### src/rtl/dma_m2m_pkg.sv
package dma_m2m_pkg;
  typedef enum logic [1:0] {
    ST_IDLE = 2'd0,
    ST_RD   = 2'd1,
    ST_CAP  = 2'd2,
    ST_WR   = 2'd3
  } seq_st_t;
endpackage

### src/rtl/dma_m2m_chan.sv
module dma_m2m_chan #(
  parameter int AW = 16
) (
  input  logic          clk,
  input  logic          rst,
  input  logic          load,
  input  logic [AW-1:0] load_addr,
  input  logic          dir_in,
  input  logic          hold_in,
  input  logic          step,
  output logic [AW-1:0] addr_q
);
  logic dec_q;
  logic hold_q;

  always_ff @(posedge clk) begin
    if (rst) begin
      addr_q <= '0;
      dec_q  <= 1'b0;
      hold_q <= 1'b0;
    end else if (load) begin
      addr_q <= load_addr;
      dec_q  <= dir_in;
      hold_q <= hold_in;
    end else if (step && !hold_q) begin
      addr_q <= dec_q ? addr_q - AW'(1) : addr_q + AW'(1);
    end
  end

  // a held address never moves on a step
  a_r5_hold_fixed: assert property (@(posedge clk) disable iff (rst)
    (step && hold_q && !load) |=> $stable(addr_q));
endmodule

### src/rtl/dma_m2m_seq.sv
module dma_m2m_seq
  import dma_m2m_pkg::*;
#(
  parameter int DW = 8,
  parameter int CW = 16
) (
  input  logic          clk,
  input  logic          rst,
  input  logic          en,
  input  logic          start,
  input  logic [CW-1:0] cnt_init,
  input  logic [DW-1:0] rdata,
  output logic          load,
  output logic          src_step,
  output logic          dst_step,
  output logic          rd_q,
  output logic          wr_q,
  output logic          eop_q,
  output logic          busy,
  output logic [DW-1:0] temp_q
);
  seq_st_t       st;
  logic [CW-1:0] cnt_q;

  assign load     = (st == ST_IDLE) && start && en;
  assign src_step = (st == ST_CAP);
  assign dst_step = (st == ST_WR);
  assign busy     = (st != ST_IDLE);

  always_ff @(posedge clk) begin
    if (rst) begin
      st     <= ST_IDLE;
      rd_q   <= 1'b0;
      wr_q   <= 1'b0;
      eop_q  <= 1'b0;
      cnt_q  <= '0;
      temp_q <= '0;
    end else begin
      eop_q <= 1'b0;
      case (st)
        ST_IDLE: if (start && en) begin
          st    <= ST_RD;
          rd_q  <= 1'b1;
          cnt_q <= cnt_init;
        end
        ST_RD: begin
          st   <= ST_CAP;
          rd_q <= 1'b0;
        end
        ST_CAP: begin
          temp_q <= rdata;
          st     <= ST_WR;
          wr_q   <= 1'b1;
        end
        default: begin
          wr_q <= 1'b0;
          if (cnt_q == '0) begin
            st    <= ST_IDLE;
            eop_q <= 1'b1;
          end else begin
            cnt_q <= cnt_q - CW'(1);
            st    <= ST_RD;
            rd_q  <= 1'b1;
          end
        end
      endcase
    end
  end

  a_r9_strobe_excl: assert property (@(posedge clk) disable iff (rst)
    !(rd_q && wr_q));
  a_r3_wr_after_rd: assert property (@(posedge clk) disable iff (rst)
    $rose(wr_q) |-> $past(rd_q, 2));
  a_r7_eop_single: assert property (@(posedge clk) disable iff (rst)
    eop_q |=> !eop_q);
  a_r7_eop_after_wr: assert property (@(posedge clk) disable iff (rst)
    eop_q |-> (!busy && $past(wr_q)));
  a_r1_disabled_no_rd: assert property (@(posedge clk) disable iff (rst)
    (!busy && !en) |=> !rd_q);
endmodule

### src/rtl/dma_m2m_engine.sv
module dma_m2m_engine #(
  parameter int AW = 16,
  parameter int DW = 8,
  parameter int CW = 16
) (
  input  logic          clk,
  input  logic          rst,
  input  logic          en,
  input  logic          hold_src,
  input  logic          src_dir,
  input  logic          dst_dir,
  input  logic          start,
  input  logic [AW-1:0] src_base,
  input  logic [AW-1:0] dst_base,
  input  logic [CW-1:0] xfer_cnt,
  output logic [AW-1:0] mem_addr,
  output logic          mem_rd,
  output logic          mem_wr,
  output logic [DW-1:0] mem_wdata,
  input  logic [DW-1:0] mem_rdata,
  output logic          eop,
  output logic          busy,
  output logic [DW-1:0] temp_q
);
  logic          load, src_step, dst_step;
  logic [AW-1:0] src_addr, dst_addr;

  dma_m2m_seq #(.DW(DW), .CW(CW)) u_seq (
    .clk(clk), .rst(rst), .en(en), .start(start), .cnt_init(xfer_cnt),
    .rdata(mem_rdata), .load(load), .src_step(src_step), .dst_step(dst_step),
    .rd_q(mem_rd), .wr_q(mem_wr), .eop_q(eop), .busy(busy), .temp_q(temp_q)
  );

  dma_m2m_chan #(.AW(AW)) u_src (
    .clk(clk), .rst(rst), .load(load), .load_addr(src_base),
    .dir_in(src_dir), .hold_in(hold_src), .step(src_step), .addr_q(src_addr)
  );

  dma_m2m_chan #(.AW(AW)) u_dst (
    .clk(clk), .rst(rst), .load(load), .load_addr(dst_base),
    .dir_in(dst_dir), .hold_in(1'b0), .step(dst_step), .addr_q(dst_addr)
  );

  assign mem_addr  = mem_wr ? dst_addr : src_addr;
  assign mem_wdata = temp_q;
endmodule

### config.mk
export PLATFORM = sky130hd
export DESIGN_NAME = dma_m2m_engine
export DESIGN_NICKNAME = d
export VERILOG_FILES = /design/src/rtl/dma_m2m_pkg.sv /design/src/rtl/dma_m2m_chan.sv /design/src/rtl/dma_m2m_seq.sv /design/src/rtl/dma_m2m_engine.sv
export SDC_FILE = /design/constraint.sdc
export NUM_CORES = 1
export LEC_CHECK = 0
export BUFFER_PORTS_ARGS = -buffer_cell sky130_fd_sc_hd__buf_2
export CAP_MARGIN = 20
export CORE_ASPECT_RATIO = 0.7
export CORE_MARGIN = 1
export CORE_UTILIZATION = 33
export CTS_CLUSTER_DIAMETER = 30
export DETAILED_ROUTE_END_ITERATION = 12
export RECOVER_POWER = 50
export REMOVE_ABC_BUFFERS = 1
export SLEW_MARGIN = 20
export SYNTH_ARGS = -nofsm -noshare
export SYNTH_HDL_FRONTEND = slang
export SYNTH_SLANG_ARGS = --single-unit
### constraint.sdc
create_clock -name clk -period 6.2 [get_ports clk]
set_input_delay 0.62 -clock clk [delete_from_list [all_inputs] [get_ports clk]]
set_output_delay 0.62 -clock clk [all_outputs]
set_load 0.03 [all_outputs]
==> metrics.md <==
| Metric | Value |
|---|---|
| Run status | `finished, violations left` |
| Violated checks | `capacitance limit, slew limit` |
| Peak VDD IR | `0.000212 V` |
| Clk_lat worst skew | `0.33 ns` |
| Max cap viols | `1` |
| Slew Limit Fails | `43` |
| Worst setup margin | `2.25 ns` |
| Final ANT Viol Nets | `0` |
| Fin Setup TNS | `0 ns` |
| Buffers on Ports | `98` |
| Pre-CTS setup slack | `3.17 ns` |
| Std cell rows | `35` |
| Cells after synthesis | `556` |
| CTS Root Cell | `clkbuf_16` |
| Pin count of the biggest net entering global routing | `68` |
| DIE HEIGHT | `100 um` |
| Final Critical Period | `3.95 ns` |
| DR WL/cell | `15.0 um` |
| CTS tree | `built` |
| Setup Skew | `0.00451 ns` |
| Initial DRC Count | `176` |
| CORE AREA | `13,300 um^2` |
| Vias per Instance | `5.15` |
| Crit path launch type | `flip-flop` |
| WS Path Type | `reg -> reg` |
| Clock transition at path regs | `0.05 ns` |
| DP Wirelength | `8.85 mm` |
| Final global-route overflow total | `0` |
| Number of global-route vias before repair | `4,145` |
| I/O Pins | `99` |
| Clk buf depth | `2` |
| Avg Cell Area, Syn | `8.18 um^2` |
| Share of cells above drive strength 1 | `21.3%` |
| Synth-to-Final Area Change | `18.5%` |
| Critical Path RT | `6.38 ns` |
| PwrDens | `468 nW/um^2` |
| Post-synth EDFFs | `0` |
| Setup Buffers After CTS | `0` |
| Max Fclk | `0.253 GHz` |
| Routability Congestion | `0.861` |
| Die area | `14,300 um^2` |
| RSZ-0062 raised after global routing | `false` |
| Diodes inserted | `0` |
| CTS resizes | `0` |
| Leak | `2.23 nW` |
| Final hold slack | `0.478 ns` |
| Total CTS buffers | `9` |
| Syn. warnings | `0` |
| CP endpoint kind | `flip-flop` |
| Rel. slew slack | `-23.2%` |
| Critical Path AT | `4.13 ns` |
| Starting density of the core | `34.2%` |
| Hold crit path type | `reg -> reg` |
| Drt total wl | `12.3 mm` |
| Final setup fails | `0` |
| Sequential-to-total area share from yosys stat | `28.2%` |
| Antenna violations before repair | `0` |
| #FFs+latches synth | `64` |
| Final nets | `732` |
| Cts hold-fix bufs | `0` |
| CP Max Fanout | `42` |
| Final Hold Vio Count | `0` |
| 1st-pass router iterations | `4` |
| # DRC | `0` |
| H-tree levels | `3` |
| First-pass GRT wire length | `20.3 mm` |
| Final total power | `0.00252 W` |
| Num Clock Sinks | `64` |
| Fillcell total | `1,417` |
| Period Utilization, post-route | `63.7%` |
| Die X-Extent | `142 um` |
| Routed via count | `4,246` |
| Measured slew at the worst slew-check pin | `1.85 ns` |
| Number of library cell types mapped by synthesis | `63` |
| Post-Syn Area | `4550 um^2` |
| Top FF cell, synth | `dfxtp_1` |
| Synth async-reset ratio | `0%` |
| GRT Total Usage | `18.0%` |
-- flip-flops by register name (all words and copies together), names as in the netlist --
register	cells
u_seq.st	2
u_src.addr_q	16
u_seq.rd_q	1
u_seq.wr_q	1
u_src.dec_q	1
u_src.hold_q	1
u_seq.cnt_q	16
u_seq.eop_q	1
u_dst.dec_q	1
u_dst.addr_q	16
u_seq.temp_q	8
-- worst paths after layout --
kind	start	to	slack, ns	cells after the start
hold reg to reg	u_src.hold_q$_SDFFE_PP0P_	u_src.hold_q$_SDFFE_PP0P_	0.48	2
setup reg to reg	u_seq.st[0]$_SDFFE_PP0P_	u_dst.addr_q[5]$_SDFFE_PP0P_	2.25	7
setup / recovery	u_seq.st[0]$_SDFFE_PP0P_	u_dst.addr_q[5]$_SDFFE_PP0P_	2.25	7
hold / removal	u_src.hold_q$_SDFFE_PP0P_	u_src.hold_q$_SDFFE_PP0P_	0.48	2
-- synthesized netlist by cell type, types with 4 or more instances --
| library cell | n | area, um^2 |
|---|---|---|
| inv_1 | 9 | 33.8 |
| a311oi_1 | 8 | 70.1 |
| nand3_1 | 5 | 25.0 |
| nand4_1 | 5 | 31.3 |
| mux2_2 | 16 | 180 |
| o31ai_1 | 5 | 37.5 |
| xor2_1 | 8 | 70.1 |
| buf_4 | 8 | 60.1 |
| a31oi_1 | 4 | 25.0 |
| a21o_1 | 4 | 30.0 |
| o21ai_1 | 10 | 50.1 |
| a211oi_2 | 4 | 50.1 |
| dfxtp_1 | 64 | 1280 |
| a22oi_1 | 9 | 67.6 |
| mux2i_1 | 14 | 140 |
| a211oi_1 | 19 | 143 |
| nor2_1 | 72 | 270 |
| ha_1 | 33 | 413 |
| o21a_1 | 4 | 30.0 |
| clkbuf_1 | 24 | 90.1 |
| o22ai_1 | 4 | 25.0 |
| or3_1 | 4 | 25.0 |
| o21ai_0 | 18 | 90.1 |
| nor3_1 | 7 | 35.0 |
| o21ai_2 | 8 | 70.1 |
| a21oi_1 | 49 | 245 |
| nand2_1 | 61 | 229 |
| and3_1 | 6 | 37.5 |
| xnor2_1 | 21 | 184 |
| nor2b_1 | 4 | 25.0 |
-- cells by family after synthesis --
kind of cell | count (synthesis) | synth area share (%)
muxes | 30 | 7.04
AOI/OAI and AO/OA | 171 | 26.0
and+or+nand+nor | 179 | 18.0
buffers and inverters | 48 | 5.17
DFF | 64 | 28.2
xor gates and xnor gates | 29 | 5.59
adders and majority gates | 35 | 9.96
-- cell usage in the layout, fill, tap and decap left out, drive strengths merged, types with 5 or more instances in the layout --
| master | n |
|---|---|
| a211oi | 23 |
| a21o | 5 |
| a21oi | 49 |
| a22oi | 10 |
| a311oi | 8 |
| and3 | 6 |
| buf | 80 |
| clkbuf | 38 |
| dfxtp | 64 |
| ha | 33 |
| inv | 9 |
| mux2 | 16 |
| mux2i | 14 |
| nand2 | 61 |
| nand3 | 5 |
| nand4 | 5 |
| nor2 | 75 |
| nor3 | 9 |
| o21ai | 36 |
| o31ai | 6 |
| xnor2 | 21 |
| xor2 | 8 |
-- report_power, final --
part / switching, W / internal, W
Combinational: 0.000842 / 0.000499
Sequential: 0.000130 / 0.000532
Clock: 0.000183 / 0.000332
Total: 0.00116 / 0.00136
-- critical path, stage by stage (launching register included) --
cell	delay, ns
dfxtp_1	0.35
inv_1	0.12
ha_1	0.17
clkbuf_1	1.33
nand3_1	0.96
buf_4	0.54
nor2_1	0.23
a211oi_1	0.07
-- stage by stage --
| stage | utilization, % | instances | cell area, um^2 |
|---|---|---|---|
| final | 40.5 | 824 | 5390 |
| after floorplan | - | 518 | 4350 |
| after global routing | 40.5 | 824 | 5390 |
| after global placement | 38.6 | 808 | 5140 |
| after detailed placement | 38.6 | 808 | 5140 |
| after CTS | 40.8 | 824 | 5440 |
-- layer usage --
layer  wire length (um)  track usage, %  vias up
li1                   -               -     2184
met1               6440            24.8     1951
met2               5230            28.3      102
met3                574            4.44        9
met4                 81            3.72        0
met5                  0               0        -
-- cell type report --
cell class / instances / area [um^2] / area share, %
multi-input cells: 444 / 3030 / 56.2
flip-flops and latches: 64 / 1280 / 23.8
clock inverters: 3 / 40.0 / 0.743
clock buffers: 13 / 260 / 4.83
repair buffers: 105 / 507 / 9.41
well taps: 185 / 231 / 4.30
inverters: 10 / 37.5 / 0.697
No activity file was read; power rests on OpenSTA's default activity.
